===== config.mk =====
export PLATFORM = sky130hd
export DESIGN_NAME = rx100_carrier_detect
export DESIGN_NICKNAME = d
export VERILOG_FILES = /design/src/rtl/rx100_pkg.sv /design/src/rtl/rx100_bit_window.sv /design/src/rtl/rx100_sym_class.sv /design/src/rtl/rx100_frame_fsm.sv /design/src/rtl/rx100_carrier_detect.sv
export SDC_FILE = /design/constraint.sdc
export NUM_CORES = 1
export LEC_CHECK = 0
export BUFFER_PORTS_ARGS = -buffer_cell sky130_fd_sc_hd__buf_2
export CAP_MARGIN = 20
export CORE_MARGIN = 3
export CORE_UTILIZATION = 60
export CTS_BUF_LIST = sky130_fd_sc_hd__clkbuf_4 sky130_fd_sc_hd__clkbuf_8 sky130_fd_sc_hd__clkbuf_16
export DETAILED_ROUTE_END_ITERATION = 12
export HOLD_SLACK_MARGIN = 0.12
export PLACE_DENSITY = 0.79
export SYNTH_ARGS = -nofsm -noshare
export SYNTH_HDL_FRONTEND = slang
export SYNTH_SLANG_ARGS = --single-unit

===== constraint.sdc =====
create_clock -name clk -period 3.75 [get_ports clk]
set_input_delay 1.125 -clock clk [delete_from_list [all_inputs] [get_ports clk]]
set_output_delay 1.125 -clock clk [all_outputs]
set_load 0.005 [all_outputs]

===== src/rtl/rx100_pkg.sv =====
// Shared constants, types and the 4B5B decode function for the
// 100 Mb/s receive carrier detector. Assumes 5-bit code groups sent
// first bit first, mapped to 4-bit nibbles.
package rx100_pkg;

    localparam int SYM_W = 5;
    localparam int NIB_W = 4;

    localparam logic [SYM_W-1:0] CG_J    = 5'b11000;
    localparam logic [SYM_W-1:0] CG_K    = 5'b10001;
    localparam logic [SYM_W-1:0] CG_T    = 5'b01101;
    localparam logic [SYM_W-1:0] CG_R    = 5'b00111;
    localparam logic [SYM_W-1:0] CG_IDLE = 5'b11111;

    localparam logic [NIB_W-1:0] NIB_PREAMBLE = 4'b0101;
    localparam logic [NIB_W-1:0] NIB_FALSE_CS = 4'b1110;
    localparam logic [NIB_W-1:0] NIB_ZERO     = 4'b0000;

    typedef enum logic [2:0] {
        ST_IDLE  = 3'd0,
        ST_SSDK  = 3'd1,
        ST_FRAME = 3'd2,
        ST_ABORT = 3'd3,
        ST_DRAIN = 3'd4
    } rx_state_e;

    typedef struct packed {
        logic             is_data;
        logic             is_idle;
        logic             is_t;
        logic [NIB_W-1:0] nib;
    } sym_class_t;

    // Map one code group to {valid, nibble}; valid is 0 for non-data codes.
    function automatic logic [NIB_W:0] dec4b5b(input logic [SYM_W-1:0] cg);
        logic [NIB_W:0] r;
        case (cg)
            5'b11110: r = {1'b1, 4'h0};
            5'b01001: r = {1'b1, 4'h1};
            5'b10100: r = {1'b1, 4'h2};
            5'b10101: r = {1'b1, 4'h3};
            5'b01010: r = {1'b1, 4'h4};
            5'b01011: r = {1'b1, 4'h5};
            5'b01110: r = {1'b1, 4'h6};
            5'b01111: r = {1'b1, 4'h7};
            5'b10010: r = {1'b1, 4'h8};
            5'b10011: r = {1'b1, 4'h9};
            5'b10110: r = {1'b1, 4'hA};
            5'b10111: r = {1'b1, 4'hB};
            5'b11010: r = {1'b1, 4'hC};
            5'b11011: r = {1'b1, 4'hD};
            5'b11100: r = {1'b1, 4'hE};
            5'b11101: r = {1'b1, 4'hF};
            default:  r = {1'b0, 4'h0};
        endcase
        return r;
    endfunction

endpackage


===== src/rtl/rx100_bit_window.sv =====
// Sliding window over the serial code stream.
// Holds the last WIN_W bits, oldest in the MSB. A flush reloads it with
// ones (keeping the bit arriving that cycle), so stale frame bits cannot
// look like a fresh carrier. Also derives the carrier-candidate,
// separated-zero and all-ones flags from the registered window.
module rx100_bit_window #(
    parameter int WIN_W  = 10,
    parameter int LEAD_W = 2
) (
    input  logic             clk,
    input  logic             rst_n,
    input  logic             bit_in,
    input  logic             flush,
    output logic [WIN_W-1:0] win,
    output logic             cand,
    output logic             zero_gap,
    output logic             all_ones
);
    localparam int ZPOS = WIN_W - LEAD_W - 1;

    logic [WIN_W-1:0] win_q;
    logic [WIN_W-1:0] zeros;
    logic [WIN_W-1:0] gap_terms;

    // Shift one bit per clock; reload with ones on flush.
    always_ff @(posedge clk) begin
        if (!rst_n) begin
            win_q <= '1;
        end else if (flush) begin
            win_q <= {{(WIN_W-1){1'b1}}, bit_in};
        end else begin
            win_q <= {win_q[WIN_W-2:0], bit_in};
        end
    end

    assign zeros = ~win_q;

    // One term per distance: some zero pair is exactly k positions apart.
    generate
        for (genvar k = 0; k < WIN_W; k++) begin : g_gap
            if (k < 2) begin : g_none
                assign gap_terms[k] = 1'b0;
            end else begin : g_dist
                assign gap_terms[k] = |(zeros & (zeros >> k));
            end
        end
    endgenerate

    assign win      = win_q;
    assign zero_gap = |gap_terms;
    assign all_ones = &win_q;
    // First zero after at least LEAD_W ones has reached the alignment point.
    assign cand     = (&win_q[WIN_W-1 -: LEAD_W]) && !win_q[ZPOS];

endmodule


===== src/rtl/rx100_sym_class.sv =====
// Classifies one 5-bit code group: data (with its nibble), idle, or the
// first end-delimiter group. Purely combinational.
module rx100_sym_class
    import rx100_pkg::*;
(
    input  logic [SYM_W-1:0] cg,
    output sym_class_t       cls
);
    logic [NIB_W:0] dec;

    // Table lookup and delimiter compares.
    always_comb begin
        dec         = dec4b5b(cg);
        cls.is_data = dec[NIB_W];
        cls.nib     = dec[NIB_W-1:0];
        cls.is_idle = (cg == CG_IDLE);
        cls.is_t    = (cg == CG_T);
    end

endmodule


===== src/rtl/rx100_frame_fsm.sv =====
// Receive framing state machine. It detects the start pair or a false
// carrier from the window flags. During a frame it emits one output
// slot per symbol for the older group of the window, using the newer
// group as lookahead. It also tracks loss of lock within each symbol.
// Assumes the window module flags are derived from registered state.
module rx100_frame_fsm
    import rx100_pkg::*;
#(
    parameter int CNT_W = $clog2(SYM_W + 1)
) (
    input  logic             clk,
    input  logic             rst_n,
    input  logic             cand,
    input  logic             is_ssd,
    input  logic             zero_gap,
    input  logic             all_ones,
    input  sym_class_t       prev_cls,
    input  logic             cur_idle,
    input  logic             cur_r,
    input  logic             lock,
    output logic             flush,
    output logic             dv,
    output logic             er,
    output logic [NIB_W-1:0] nib
);
    localparam logic [CNT_W-1:0] CNT_ONE  = CNT_W'(1);
    localparam logic [CNT_W-1:0] CNT_LAST = CNT_W'(SYM_W);

    rx_state_e        st_q, st_d;
    logic [CNT_W-1:0] cnt_q, cnt_d;
    logic             lost_q, lost_d, lost_now;
    logic             dv_q, dv_d, er_q, er_d;
    logic [NIB_W-1:0] nib_q, nib_d;
    logic             boundary, restart;

    assign boundary = (cnt_q == CNT_LAST);
    assign lost_now = lost_q | !lock;

    // Next-state and output-slot decisions.
    always_comb begin
        st_d    = st_q;
        dv_d    = dv_q;
        er_d    = er_q;
        nib_d   = nib_q;
        flush   = 1'b0;
        restart = 1'b0;
        case (st_q)
            ST_IDLE: begin
                if (cand && is_ssd) begin
                    st_d    = ST_SSDK;
                    dv_d    = 1'b1;
                    er_d    = 1'b0;
                    nib_d   = NIB_PREAMBLE;
                    restart = 1'b1;
                end else if (cand && zero_gap) begin
                    st_d  = ST_DRAIN;
                    dv_d  = 1'b0;
                    er_d  = 1'b1;
                    nib_d = NIB_FALSE_CS;
                end else if (boundary) begin
                    dv_d  = 1'b0;
                    er_d  = 1'b0;
                    nib_d = NIB_ZERO;
                end
            end
            ST_SSDK: begin
                if (boundary) begin
                    if (lost_now) begin
                        st_d  = ST_ABORT;
                        dv_d  = 1'b1;
                        er_d  = 1'b1;
                        nib_d = NIB_ZERO;
                    end else begin
                        st_d  = ST_FRAME;
                        dv_d  = 1'b1;
                        er_d  = 1'b0;
                        nib_d = NIB_PREAMBLE;
                    end
                end
            end
            ST_FRAME: begin
                if (boundary) begin
                    if (lost_now) begin
                        st_d  = ST_ABORT;
                        dv_d  = 1'b1;
                        er_d  = 1'b1;
                        nib_d = NIB_ZERO;
                    end else if (prev_cls.is_t && cur_r) begin
                        st_d  = ST_IDLE;
                        dv_d  = 1'b0;
                        er_d  = 1'b0;
                        nib_d = NIB_ZERO;
                        flush = 1'b1;
                    end else if (prev_cls.is_idle && cur_idle) begin
                        st_d  = ST_IDLE;
                        dv_d  = 1'b1;
                        er_d  = 1'b1;
                        nib_d = NIB_ZERO;
                        flush = 1'b1;
                    end else if (prev_cls.is_data) begin
                        dv_d  = 1'b1;
                        er_d  = 1'b0;
                        nib_d = prev_cls.nib;
                    end else begin
                        dv_d  = 1'b1;
                        er_d  = 1'b1;
                        nib_d = NIB_ZERO;
                    end
                end
            end
            ST_ABORT: begin
                if (boundary) begin
                    st_d  = ST_DRAIN;
                    dv_d  = 1'b0;
                    er_d  = 1'b0;
                    nib_d = NIB_ZERO;
                end
            end
            ST_DRAIN: begin
                if (all_ones) begin
                    st_d  = ST_IDLE;
                    dv_d  = 1'b0;
                    er_d  = 1'b0;
                    nib_d = NIB_ZERO;
                end
            end
            default: begin
                st_d  = ST_IDLE;
                dv_d  = 1'b0;
                er_d  = 1'b0;
                nib_d = NIB_ZERO;
            end
        endcase
        cnt_d  = (restart || boundary) ? CNT_ONE : cnt_q + CNT_ONE;
        lost_d = (restart || boundary) ? 1'b0 : lost_now;
    end

    // State, symbol phase, lock tracker and output registers.
    always_ff @(posedge clk) begin
        if (!rst_n) begin
            st_q   <= ST_IDLE;
            cnt_q  <= CNT_ONE;
            lost_q <= 1'b0;
            dv_q   <= 1'b0;
            er_q   <= 1'b0;
            nib_q  <= NIB_ZERO;
        end else begin
            st_q   <= st_d;
            cnt_q  <= cnt_d;
            lost_q <= lost_d;
            dv_q   <= dv_d;
            er_q   <= er_d;
            nib_q  <= nib_d;
        end
    end

    assign dv  = dv_q;
    assign er  = er_q;
    assign nib = nib_q;

    // error without valid is always the false-carrier code.
    p_false_code_r3: assert property (@(posedge clk) disable iff (!rst_n)
        (er_q && !dv_q) |-> (nib_q == NIB_FALSE_CS));

    // valid can only rise on the preamble nibble.
    p_dv_rise_pre_r2: assert property (@(posedge clk) disable iff (!rst_n)
        $rose(dv_q) |-> (nib_q == NIB_PREAMBLE) && !er_q);

    // an error indication lasts past a single clock.
    p_er_hold_r12: assert property (@(posedge clk) disable iff (!rst_n)
        $rose(er_q) |=> er_q);

    // valid never falls while an error is being reported.
    p_dv_fall_clean_r7: assert property (@(posedge clk) disable iff (!rst_n)
        $fell(dv_q) |-> !er_q);

    // while draining ignored input, valid stays low.
    p_drain_quiet_r4: assert property (@(posedge clk) disable iff (!rst_n)
        (st_q == ST_DRAIN) |-> !dv_q);

    // in a frame, outputs move only at a symbol boundary.
    p_slot_stable_r12: assert property (@(posedge clk) disable iff (!rst_n)
        ((st_q == ST_FRAME) && !boundary) |=> $stable({dv_q, er_q, nib_q}));

endmodule


===== src/rtl/rx100_carrier_detect.sv =====
// Top of the 100 Mb/s receive carrier and symbol error detector.
// Serial descrambled bits enter a 10-bit window. The older and newer
// halves are classified, and the framing FSM drives the nibble outputs.
// Assumes one code bit per clock and a lock flag from the descrambler.
module rx100_carrier_detect
    import rx100_pkg::*;
#(
    parameter int WIN_W = 2 * SYM_W
) (
    input  logic             clk,
    input  logic             rst_n,
    input  logic             rx_bit,
    input  logic             rx_lock,
    output logic             rx_dv,
    output logic             rx_er,
    output logic [NIB_W-1:0] rxd
);
    localparam logic [WIN_W-1:0] SSD_PAIR = {CG_J, CG_K};

    logic [WIN_W-1:0] win;
    logic             cand, zero_gap, all_ones, flush;
    logic             is_ssd, cur_idle, cur_r;
    logic [SYM_W-1:0] prev_cg, cur_cg;
    sym_class_t       prev_cls;

    rx100_bit_window #(.WIN_W(WIN_W), .LEAD_W(2)) u_win (
        .clk      (clk),
        .rst_n    (rst_n),
        .bit_in   (rx_bit),
        .flush    (flush),
        .win      (win),
        .cand     (cand),
        .zero_gap (zero_gap),
        .all_ones (all_ones)
    );

    // Split the window into the older and newer code groups.
    always_comb begin
        prev_cg  = win[WIN_W-1 -: SYM_W];
        cur_cg   = win[SYM_W-1:0];
        is_ssd   = (win == SSD_PAIR);
        cur_idle = (cur_cg == CG_IDLE);
        cur_r    = (cur_cg == CG_R);
    end

    rx100_sym_class u_prev (
        .cg  (prev_cg),
        .cls (prev_cls)
    );

    rx100_frame_fsm u_fsm (
        .clk      (clk),
        .rst_n    (rst_n),
        .cand     (cand),
        .is_ssd   (is_ssd),
        .zero_gap (zero_gap),
        .all_ones (all_ones),
        .prev_cls (prev_cls),
        .cur_idle (cur_idle),
        .cur_r    (cur_r),
        .lock     (rx_lock),
        .flush    (flush),
        .dv       (rx_dv),
        .er       (rx_er),
        .nib      (rxd)
    );

endmodule


==> results.toml <==
[outcome]
outcome = "complete, no violations"

[cts]
cts_buffers = 3
clk_latency_ps = 330
hold_buffers = 0
post-cts-setup-buffer-count = 0
root_buffer = "clkbuf_4"
cts.htree.levels = 1
cts_resized = 0
clock-sinks = 28
cts_tree = "built"
cts.reportedPaths.clkPinSlew_ps = 150
clock_path_buffers = 2

[global_route]
grt_max_degree = 17
grt_pass1_vias = 1335
grt_pass1_wl_um = 6200
antenna_found_initial = 0
grt.overflow.total = 0
grt_usage_pct = 23.5

[drt]
drt_iter0_drc = 82
first_pass_iters = 4
wl_per_cell_um = 15.9
vias = 1427
ant_nets = 0
vias_per_cell = 6.34
drc = 0
wl_um = 3580

[final_layout]
final_layout_size_suffix_gt1_share_pct = 14.9
antenna-diode-count = 0
area_delta_synth_final_pct = 4.51
fin_cells = 225
fillers = 220
utilization_pct = 66.6
nets = 204

[flow_run]
drv_cap = 0

[place]
numPlacedInstances = 221
place_congestion = 0.942
hpwl_um = 2670
port_buffers = 9

[power_and_ir_drop]
p_per_area_nw_per_um2 = 346
p_switching_w = 0.000138
p_sw_share_pct = 23.7
finalPower_w = 0.000581
p_int_w = 0.000444
seq_power_share_pct = 55.1
clkPwrFrac_pct = 34.1
power_leakage_nw = 0.718
power_frac_comb_pct = 10.7
max-vdd-ir-drop_mv = 0.379

[logic_synthesis]
netlist_instances = 192
seq_area_frac_synth_pct = 34.9
synth_cell_types = 58
synth_flop_cell = "dfxtp_1"
synthesis.nets = 200
syn_area_per_cell_um2 = 8.37
synth-edff-count = 0
yosysWarnings = 0
netlist_area_um2 = 1610
async_reset_ff_share_pct = 0
ys_seq_elements = 28

[sta]
tns_ps = 0
slew_headroom_pct = 64.8
hold_violations = 0
min_period_ps = 2620
slew_viol_final = 0
clock_skew_ps = 8.76
worst_slew_pin_slew_ps = 527
rsz0062_at_grt = "false"
fmax_ghz = 0.381
finalCritPeriodShare_pct = 70.0
finalSetupViolations = 0

[worst_setup_path]
crit_arrival_ps = 2890
critPathKind = "primary input to flop"
end_kind = "flop"
start_kind = "primary input"
crit_fanout = 7
required_ps = 4010

[die]
dieArea_um2 = 3340
die_x_um = 57.8
start_util_pct = 63.7
core-area_um2 = 2520
die_h_um = 57.8
io_pins = 10
rows = 18

[hold_path]
hold_path.class = "flop to flop"
-- worst paths after layout --
kind | startpoint | depth (start not counted) | endpoint | slack, ps
max | rx_lock | 9 | u_prev.dec[1] | 1130
min | u_fsm.cnt_q[0] | 1 | u_fsm.cnt_q[0] | 470
max reg2reg | u_win.win[8] | 8 | u_prev.dec[1] | 1250
min reg2reg | u_fsm.cnt_q[0] | 1 | u_fsm.cnt_q[0] | 470
-- metal layers --
metal	routed length, um	vias to the layer above	track usage [%]
met2	1790	47	40.5
met1	1550	666	30.4
met3	177	10	4.90
li1	-	704	-
met4	68	0	4.97
met5	0	-	0
-- through the flow --
step	cell area, um2	hold slack (ps)	worst slack (ps)
2_1_floorplan	1610	408	1160
5_1_grt	1680	491	924
4_1_cts	1680	472	1160
6_report	1680	468	1130
3_3_place_gp	1630	420	989
3_5_place_dp	1630	439	811
-- synthesized netlist by cell type, drive strengths merged, types with 3 or more instances --
library cell,n,area [um2]
or2,5,31.3
dfxtp,28,561
nor2,16,62.6
o21ai,14,70.1
a31oi,3,18.8
nor3,3,15.0
nand3,4,20.0
nand2b,9,56.3
o211ai,3,27.5
ha,4,50.1
a32oi,4,35.0
xnor2,3,26.3
a21oi,10,53.8
nand2,21,78.8
inv,8,30.0
buf,9,62.6
and3,5,31.3
-- cell families (layout without fill, tap and decap cells) --
logic type / count (synthesis) / after routing / share of synthesized area [%]
AO/OA/AOI/OAI: 58 / 58 / 25.4
flip-flops: 28 / 28 / 34.9
buffers and inverters: 19 / 22 / 6.23
XOR/XNOR: 3 / 3 / 1.63
AND/OR/NAND/NOR: 80 / 80 / 28.7
adder cells (fa/ha/maj): 4 / 4 / 3.11
-- power groups by stage --
stage	Clock (W)	Combinational (W)	Sequential, W
4_1_cts	0.000201	0.0000619	0.000321
2_1_floorplan	0	0.0000488	0.000324
3_3_place_gp	0	0.0000584	0.000326
3_5_place_dp	0	0.0000615	0.000327
5_1_grt	0.000215	0.0000716	0.000322
6_report	0.000198	0.0000623	0.000321
-- flip-flops by register name, summed over array words and instances, names as in the netlist --
signal        cells
u_fsm.nib         4
u_win.win        10
u_fsm.er          1
u_fsm.dv          1
u_prev.dec        5
u_fsm.cnt_q       3
u_fsm.lost_q      1
u_fsm.st_q        3
-- critical path: stages --
cell	delay, ps
buf_2	80
nor2b_1	210
nand3_1	170
o31ai_2	470
nand2b_1	210
ha_1	150
nor3b_1	220
a21oi_1	70
o221ai_1	190
-- cells in the final DEF (no fill, tap or decap), types with 3 or more instances in the layout --
| cell | count |
|---|---|
| a31oi_1 | 3 |
| ha_1 | 4 |
| o21ai_0 | 12 |
| dfxtp_1 | 28 |
| and3_1 | 5 |
| nor3_1 | 3 |
| buf_2 | 9 |
| a21oi_1 | 9 |
| clkbuf_4 | 3 |
| nand3_1 | 4 |
| nor2_1 | 15 |
| nand2_1 | 21 |
| nand2b_1 | 9 |
| or2_2 | 3 |
| inv_1 | 8 |
| a32oi_1 | 4 |
| xnor2_1 | 3 |
-- area by class of cell --
class	instances	area [um2]	share of cell area, %
clock inverter	1	30.0	1.79
tap	30	37.5	2.23
clock buffer	3	22.5	1.34
sequential	28	561	33.4
timing repair buffer	10	52.6	3.13
multi-input combinational	145	947	56.4
inverter	8	30.0	1.79
No activity file was read; power rests on OpenSTA's default activity.
